File: src/rtl/trap_pkg.sv
package trap_pkg;

    // Privilege encodings
    localparam logic [1:0] PRIV_U = 2'b00;
    localparam logic [1:0] PRIV_S = 2'b01;
    localparam logic [1:0] PRIV_M = 2'b11;

    // Vector mode value that enables the interrupt offset
    localparam logic [1:0] VEC_MODE_SPREAD = 2'b01;

    // Controller states
    typedef enum logic [0:0] {
        ST_IDLE     = 1'b0,
        ST_REDIRECT = 1'b1
    } fsm_e;

    // What the trap-value / trap-instruction pair carries
    typedef enum logic [1:0] {
        INFO_NONE  = 2'd0,
        INFO_FETCH = 2'd1,
        INFO_DATA  = 2'd2
    } info_e;

    // Sort an exception cause into its reporting class
    function automatic info_e classify(input logic is_irq, input logic [7:0] code);
        info_e cls;
        cls = INFO_NONE;
        if (!is_irq) begin
            unique case (code)
                8'd4, 8'd5, 8'd6, 8'd7,
                8'd13, 8'd15, 8'd21, 8'd23: cls = INFO_DATA;
                8'd0, 8'd1, 8'd12, 8'd20:   cls = INFO_FETCH;
                default:                    cls = INFO_NONE;
            endcase
        end
        return cls;
    endfunction

endpackage

File: src/rtl/trap_route.sv
module trap_route #(
    parameter int XLEN    = 32,
    parameter int CAUSE_W = $clog2(XLEN)
) (
    input  logic               is_irq,
    input  logic [CAUSE_W-1:0] cause,
    input  logic [1:0]         cur_priv,
    input  logic [XLEN-1:0]    irq_deleg,
    input  logic [XLEN-1:0]    exc_deleg,
    output logic               to_super
);
    import trap_pkg::*;

    logic from_low;
    logic bit_set;

    always_comb begin
        from_low = (cur_priv == PRIV_U) || (cur_priv == PRIV_S);
        bit_set  = is_irq ? irq_deleg[cause] : exc_deleg[cause];
        to_super = from_low && bit_set;
    end
endmodule

File: src/rtl/trap_info.sv
module trap_info #(
    parameter int XLEN    = 32,
    parameter int CAUSE_W = $clog2(XLEN)
) (
    input  logic               is_irq,
    input  logic [CAUSE_W-1:0] cause,
    input  logic [XLEN-1:0]    fault_addr,
    input  logic [XLEN-1:0]    xinst,
    output logic [XLEN-1:0]    tval,
    output logic [XLEN-1:0]    tinst
);
    import trap_pkg::*;

    info_e cls;

    always_comb begin
        cls = classify(is_irq, 8'(cause));
        unique case (cls)
            INFO_DATA: begin
                tval  = fault_addr;
                tinst = xinst;
            end
            INFO_FETCH: begin
                tval  = fault_addr;
                tinst = '0;
            end
            default: begin
                tval  = '0;
                tinst = '0;
            end
        endcase
    end
endmodule

File: src/rtl/trap_vector.sv
module trap_vector #(
    parameter int XLEN    = 32,
    parameter int CAUSE_W = $clog2(XLEN)
) (
    input  logic               is_irq,
    input  logic [CAUSE_W-1:0] cause,
    input  logic [XLEN-1:0]    tvec,
    output logic [XLEN-1:0]    target
);
    import trap_pkg::*;

    localparam int PAD_W = XLEN - CAUSE_W - 2;

    logic [XLEN-1:0] base;
    logic [XLEN-1:0] offset;

    always_comb begin
        base = {tvec[XLEN-1:2], 2'b00};
        if (is_irq && (tvec[1:0] == VEC_MODE_SPREAD)) begin
            offset = {{PAD_W{1'b0}}, cause, 2'b00};
        end else begin
            offset = '0;
        end
        target = base + offset;
    end
endmodule

File: src/rtl/trap_entry_ctrl.sv
module trap_entry_ctrl #(
    parameter int          XLEN     = 32,
    parameter logic [31:0] RESET_PC = 32'h0000_0000,
    parameter int          CAUSE_W  = $clog2(XLEN)
) (
    input  logic               clk,
    input  logic               rst_n,
    input  logic               trap_req_i,
    input  logic               trap_is_irq_i,
    input  logic [CAUSE_W-1:0] trap_cause_i,
    input  logic [XLEN-1:0]    cur_pc_i,
    input  logic [1:0]         cur_priv_i,
    input  logic [XLEN-1:0]    fault_addr_i,
    input  logic [XLEN-1:0]    xinst_i,
    input  logic [XLEN-1:0]    mideleg_i,
    input  logic [XLEN-1:0]    medeleg_i,
    input  logic [XLEN-1:0]    mtvec_i,
    input  logic [XLEN-1:0]    stvec_i,
    output logic [XLEN-1:0]    sepc_o,
    output logic [XLEN-1:0]    stval_o,
    output logic [XLEN-1:0]    stinst_o,
    output logic [XLEN-1:0]    mepc_o,
    output logic [XLEN-1:0]    mtval_o,
    output logic [XLEN-1:0]    mtinst_o,
    output logic [XLEN-1:0]    pc_o,
    output logic [1:0]         priv_o,
    output logic               redirect_o
);
    import trap_pkg::*;

    localparam logic [XLEN-1:0] PC_AT_RESET = XLEN'(RESET_PC);

    fsm_e            state_q, state_d;
    logic            to_super;
    logic [XLEN-1:0] tval_w, tinst_w, sel_tvec, target_w;

    trap_route #(.XLEN(XLEN), .CAUSE_W(CAUSE_W)) u_route (
        .is_irq    (trap_is_irq_i),
        .cause     (trap_cause_i),
        .cur_priv  (cur_priv_i),
        .irq_deleg (mideleg_i),
        .exc_deleg (medeleg_i),
        .to_super  (to_super)
    );

    trap_info #(.XLEN(XLEN), .CAUSE_W(CAUSE_W)) u_info (
        .is_irq     (trap_is_irq_i),
        .cause      (trap_cause_i),
        .fault_addr (fault_addr_i),
        .xinst      (xinst_i),
        .tval       (tval_w),
        .tinst      (tinst_w)
    );

    always_comb sel_tvec = to_super ? stvec_i : mtvec_i;

    trap_vector #(.XLEN(XLEN), .CAUSE_W(CAUSE_W)) u_vec (
        .is_irq (trap_is_irq_i),
        .cause  (trap_cause_i),
        .tvec   (sel_tvec),
        .target (target_w)
    );

    // Next-state logic
    always_comb begin
        state_d = state_q;
        unique case (state_q)
            ST_IDLE:     state_d = trap_req_i ? ST_REDIRECT : ST_IDLE;
            ST_REDIRECT: state_d = trap_req_i ? ST_REDIRECT : ST_IDLE;
            default:     state_d = ST_IDLE;
        endcase
    end

    // State register
    always_ff @(posedge clk or negedge rst_n) begin
        if (!rst_n) begin
            state_q <= ST_IDLE;
        end else begin
            state_q <= state_d;
        end
    end

    // Output decode
    always_comb begin
        unique case (state_q)
            ST_REDIRECT: redirect_o = 1'b1;
            default:     redirect_o = 1'b0;
        endcase
    end

    // Trap register file
    always_ff @(posedge clk or negedge rst_n) begin
        if (!rst_n) begin
            sepc_o   <= '0;
            stval_o  <= '0;
            stinst_o <= '0;
            mepc_o   <= '0;
            mtval_o  <= '0;
            mtinst_o <= '0;
            pc_o     <= PC_AT_RESET;
            priv_o   <= PRIV_M;
        end else if (trap_req_i) begin
            pc_o <= target_w;
            if (to_super) begin
                sepc_o   <= cur_pc_i;
                stval_o  <= tval_w;
                stinst_o <= tinst_w;
                priv_o   <= PRIV_S;
            end else begin
                mepc_o   <= cur_pc_i;
                mtval_o  <= tval_w;
                mtinst_o <= tinst_w;
                priv_o   <= PRIV_M;
            end
        end
    end
endmodule

File: config.mk
export PLATFORM = sky130hd
export DESIGN_NAME = trap_entry_ctrl
export DESIGN_NICKNAME = d
export VERILOG_FILES = /design/src/rtl/trap_pkg.sv /design/src/rtl/trap_route.sv /design/src/rtl/trap_info.sv /design/src/rtl/trap_vector.sv /design/src/rtl/trap_entry_ctrl.sv
export SDC_FILE = /design/constraint.sdc
export NUM_CORES = 1
export LEC_CHECK = 0
export BUFFER_PORTS_ARGS = -buffer_cell sky130_fd_sc_hd__buf_2
export CORE_AREA = 4 4 179 181
export DETAILED_ROUTE_END_ITERATION = 7
export DIE_AREA = 0 0 183 185
export GPL_ROUTABILITY_DRIVEN = 0
export GPL_TIMING_DRIVEN = 0
export PLACE_DENSITY = 0.65
export SYNTH_ARGS = -nofsm -noshare
export SYNTH_HDL_FRONTEND = slang
export SYNTH_SLANG_ARGS = --single-unit
File: constraint.sdc
create_clock -name clk -period 1.36 [get_ports clk]
set_input_delay 0.136 -clock clk [delete_from_list [all_inputs] [get_ports clk]]
set_output_delay 0.136 -clock clk [all_outputs]
set_load 0.02 [all_outputs]
==> run metrics <==
Gate Count Post-Synth=898; Routed WL=42200 µm; routed vias/inst=5.00; Max stage delay on crit path=0.46 ns; crit path kind=in -> reg; WP data arrival=4.33 ns; TritonCTS Buffers=26; Die X=183 µm; met3 global-route usage=6.30%; fin cells=1974; Final HPWL DP=28800 µm; post-synthesis cell type count=61; CP Cell Sequence=buf_8, buf_12, buf_12, mux2i_1, a2111oi_2, a22oi_2, a311o_2, nand2_4, buf_12, a31oi_4, nor3b_2, ha_4, inv_2, fa_2, nor2b_4, o21a_1, o21a_4, or2_4, clkbuf_16, nand4_1, xor2_1, mux2i_1, mux2_4; final max-slew violation count=0; Syn Area/Cell=12.3 µm²; YS warnings=0; GRT overflow=0; Hold Crit Depth=3; vias in the first global route=10063; total routing usage reported by global routing=21.7%; clock share of power=33.7%; Worst VDD drop=0.754 mV; drt initial violations=476; CTS root buffer=clkbuf_16; Starting Density=36.2%; Post-layout nets=1797; sequential share of the synthesized area=50.9%; Mapped Area=11000 µm²; min cycle time layout=3.93 ns; DR pass1 iterations=5; max cap viols=0; met1 Usage GRT=25.5%; failing checks=negative setup slack; Top FF cell, synth=dfrtp_1; Async SR Flop Fraction=100%; Final Setup Violations=223; hold_ws=0.0287 ns; critical path required time=1.76 ns; Via Count=9878; Cells after DPL=1754; Critical-path top delay cell=a311o_2; # fillers=2379; Port Buf Inserts=457; crit-path most repeated cell=buf_12; RSZ-0062 raised after global routing=yes; met2 usage=38.6%; sw power=6970 µW; Die H=185 µm; crit path capture type=flip-flop; RR Startpoint=sepc_o[6]; PD cells=1240 nW/µm²; multi-input logic area=5910 µm²; layout cell share with drive strength beyond 1=59.4%; skew final=0 ns; Slew HR=50.8%; outcome=complete, but fails checks; Setup WS post-layout=-2.57 ns; final hold vios=0; DR WL/cell=21.4 µm; Worst Hold Class=in -> reg; worst reg2reg path depth=1; layer with the highest usage=met2; count of flip-flops with a built-in enable after synthesis=0; CP startpoint=trap_cause_i[0]; largest net degree at the start of global routing=101; FMAX=255 MHz; first-pass GRT wire length=58200 µm; Leak=0.00924 µW; flops & latches, synth=224; Final period util=289%; core area=30400 µm²; crit path max fanout=6; CTS tree=built; worst skew pair latency=0.52 ns; share of power burned in registers=36.2%; H-tree levels=1; hold path start=fault_addr_i[22]; initial antenna violation count=5; Num Clock Sinks=224; worst-margin pin slew=0.738 ns; fin util=60.0%; DRC=0; Comb pwr share=30.1%; Worst-path clk slew=0.06 ns; sw frac=30.7%; storage element area=5610 µm²; Die ar.=33900 µm²; Critical Path Source Type=input port; Antenna Violating Nets Remaining=0; area delta synth->final=65.8%; clock buffer depth=3; P_int=15700 µW; Row Count=64; Tot Pwr=22700 µW; io pins=462
## metal layers
layer  vias to the layer above  wire (µm)
li1                       4487          -
met2                       431      21600
met5                         -          7
met3                        87       3420
met4                         2       1410
met1                      4871      15700
## layout by cell type (no fill, tap or decap), drive strengths merged, types with 5 or more instances in the layout
cell type    synthesis  final
ha                   6      6
mux4                 8      8
xor2                34     34
mux2i               32     32
nor2                13     13
clkbuf              19     79
buf                 37    577
nor3                 5      5
dfrtp              223    223
and3                 8      8
xnor2               17     17
o21ai               72     72
inv                 10     11
nand3               25     25
mux2               166    166
nand2              115    115
nor2b               39     39
and4                 7      7
dlygate4sd3          0     67
nand4               10     10
## flip-flops by register name (all words and copies together) (netlist names)
signal	cells
mtval_o	32
sepc_o	32
stval_o	32
state_q	1
pc_o	30
mepc_o	32
priv_o	1
stinst_o	32
mtinst_o	32
## critical path, delay by kind of cell
family                   cells  cell delay [ns]
XOR/XNOR                     1             0.20
multiplexers                 3             0.52
AO/OA/AOI/OAI                6             1.51
buffers and inverters        6             0.65
adder cells (fa/ha/maj)      2             0.54
AND/OR/NAND/NOR              5             0.75
## timing repair
| action | 4_1_cts | 5_1_grt |
|---|---|---|
| hold buffers | 67 | 0 |
| resized for setup | 83 | 167 |
| pin swaps | 33 | 59 |
| hold endpoints to repair | 256 | 0 |
| setup endpoints to repair | 224 | 224 |
| buffers inserted | 36 | 46 |
| gates cloned | 3 | 23 |
## final cells by class
cell class,instances,area share (%)
multi-input cells,609,32.4
flip-flops and latches,224,30.7
repair buffers,631,24.6
clock buffers,39,4.50
plain buffers,53,4.10
well taps,396,2.71
clock inverters,9,0.726
inverters,10,0.206
diodes,3,0.0411
## Yosys cell counts, drive strengths merged (2+ instances only)
cell type | instances | share of area (%)
and4 | 7 | 0.56
nor2 | 13 | 0.44
a21oi | 4 | 0.18
a2111oi | 3 | 0.31
nor3b | 4 | 0.27
o21ai | 72 | 3.3
and3b | 4 | 0.32
dfrtp | 223 | 51
buf | 37 | 3.0
mux4 | 8 | 1.7
mux2 | 166 | 19
a31oi | 3 | 0.23
and3 | 8 | 0.45
nor2b | 39 | 2.2
nand4 | 10 | 0.57
conb | 2 | 0.068
o2111ai | 2 | 0.16
o22ai | 2 | 0.11
nand2 | 115 | 3.9
o21a | 2 | 0.14
inv | 10 | 0.34
mux2i | 32 | 2.9
a211oi | 4 | 0.27
and2 | 2 | 0.11
clkbuf | 19 | 0.65
ha | 6 | 0.68
nor3 | 5 | 0.23
a21o | 3 | 0.20
xnor2 | 17 | 1.4
nand3 | 25 | 1.2
xor2 | 34 | 2.7
nand2b | 3 | 0.17
## worst paths after layout
kind | end | slack (ns)
worst max-delay path | pc_o[22] | -2.57
worst min-delay path | mtval_o[22] | 0.03
worst max register to register | sepc_o[6] | 0.55
worst min register to register | mtinst_o[1] | 0.47
max in group asynchronous | mtval_o[11] | 0.35
min in group asynchronous | mtinst_o[14] | 0.12
## power by group through the flow
stage | registers (µW) | logic [µW] | clock network, µW
finish | 8200 | 6830 | 7650
global route | 8290 | 7200 | 8100
CTS | 8130 | 6140 | 7780
detailed placement | 8230 | 5630 | 0
global placement | 8190 | 5570 | 0
floorplan | 9360 | 2300 | 0
## metrics by stage
step	setup WS [ns]	area, µm²	TNS [ns]
6_report	-2.57	18300	-396.12
3_5_place_dp	-3.58	14400	-405.68
5_1_grt	-2.69	18300	-411.62
3_3_place_gp	-3.91	14400	-1272.03
2_1_floorplan	-2.56	11600	-230.74
4_1_cts	-2.48	16800	-252.14
## kinds of logic after synthesis
family          share of synthesized area, %
compound gates                          5.39
mux                                     23.7
fa+ha+maj                              0.954
simple gates                            10.9
flops                                   50.9
buf+inv                                 4.03
xor+xnor                                4.06
other cells                           0.0682
(Power assumes the default switching activity.)
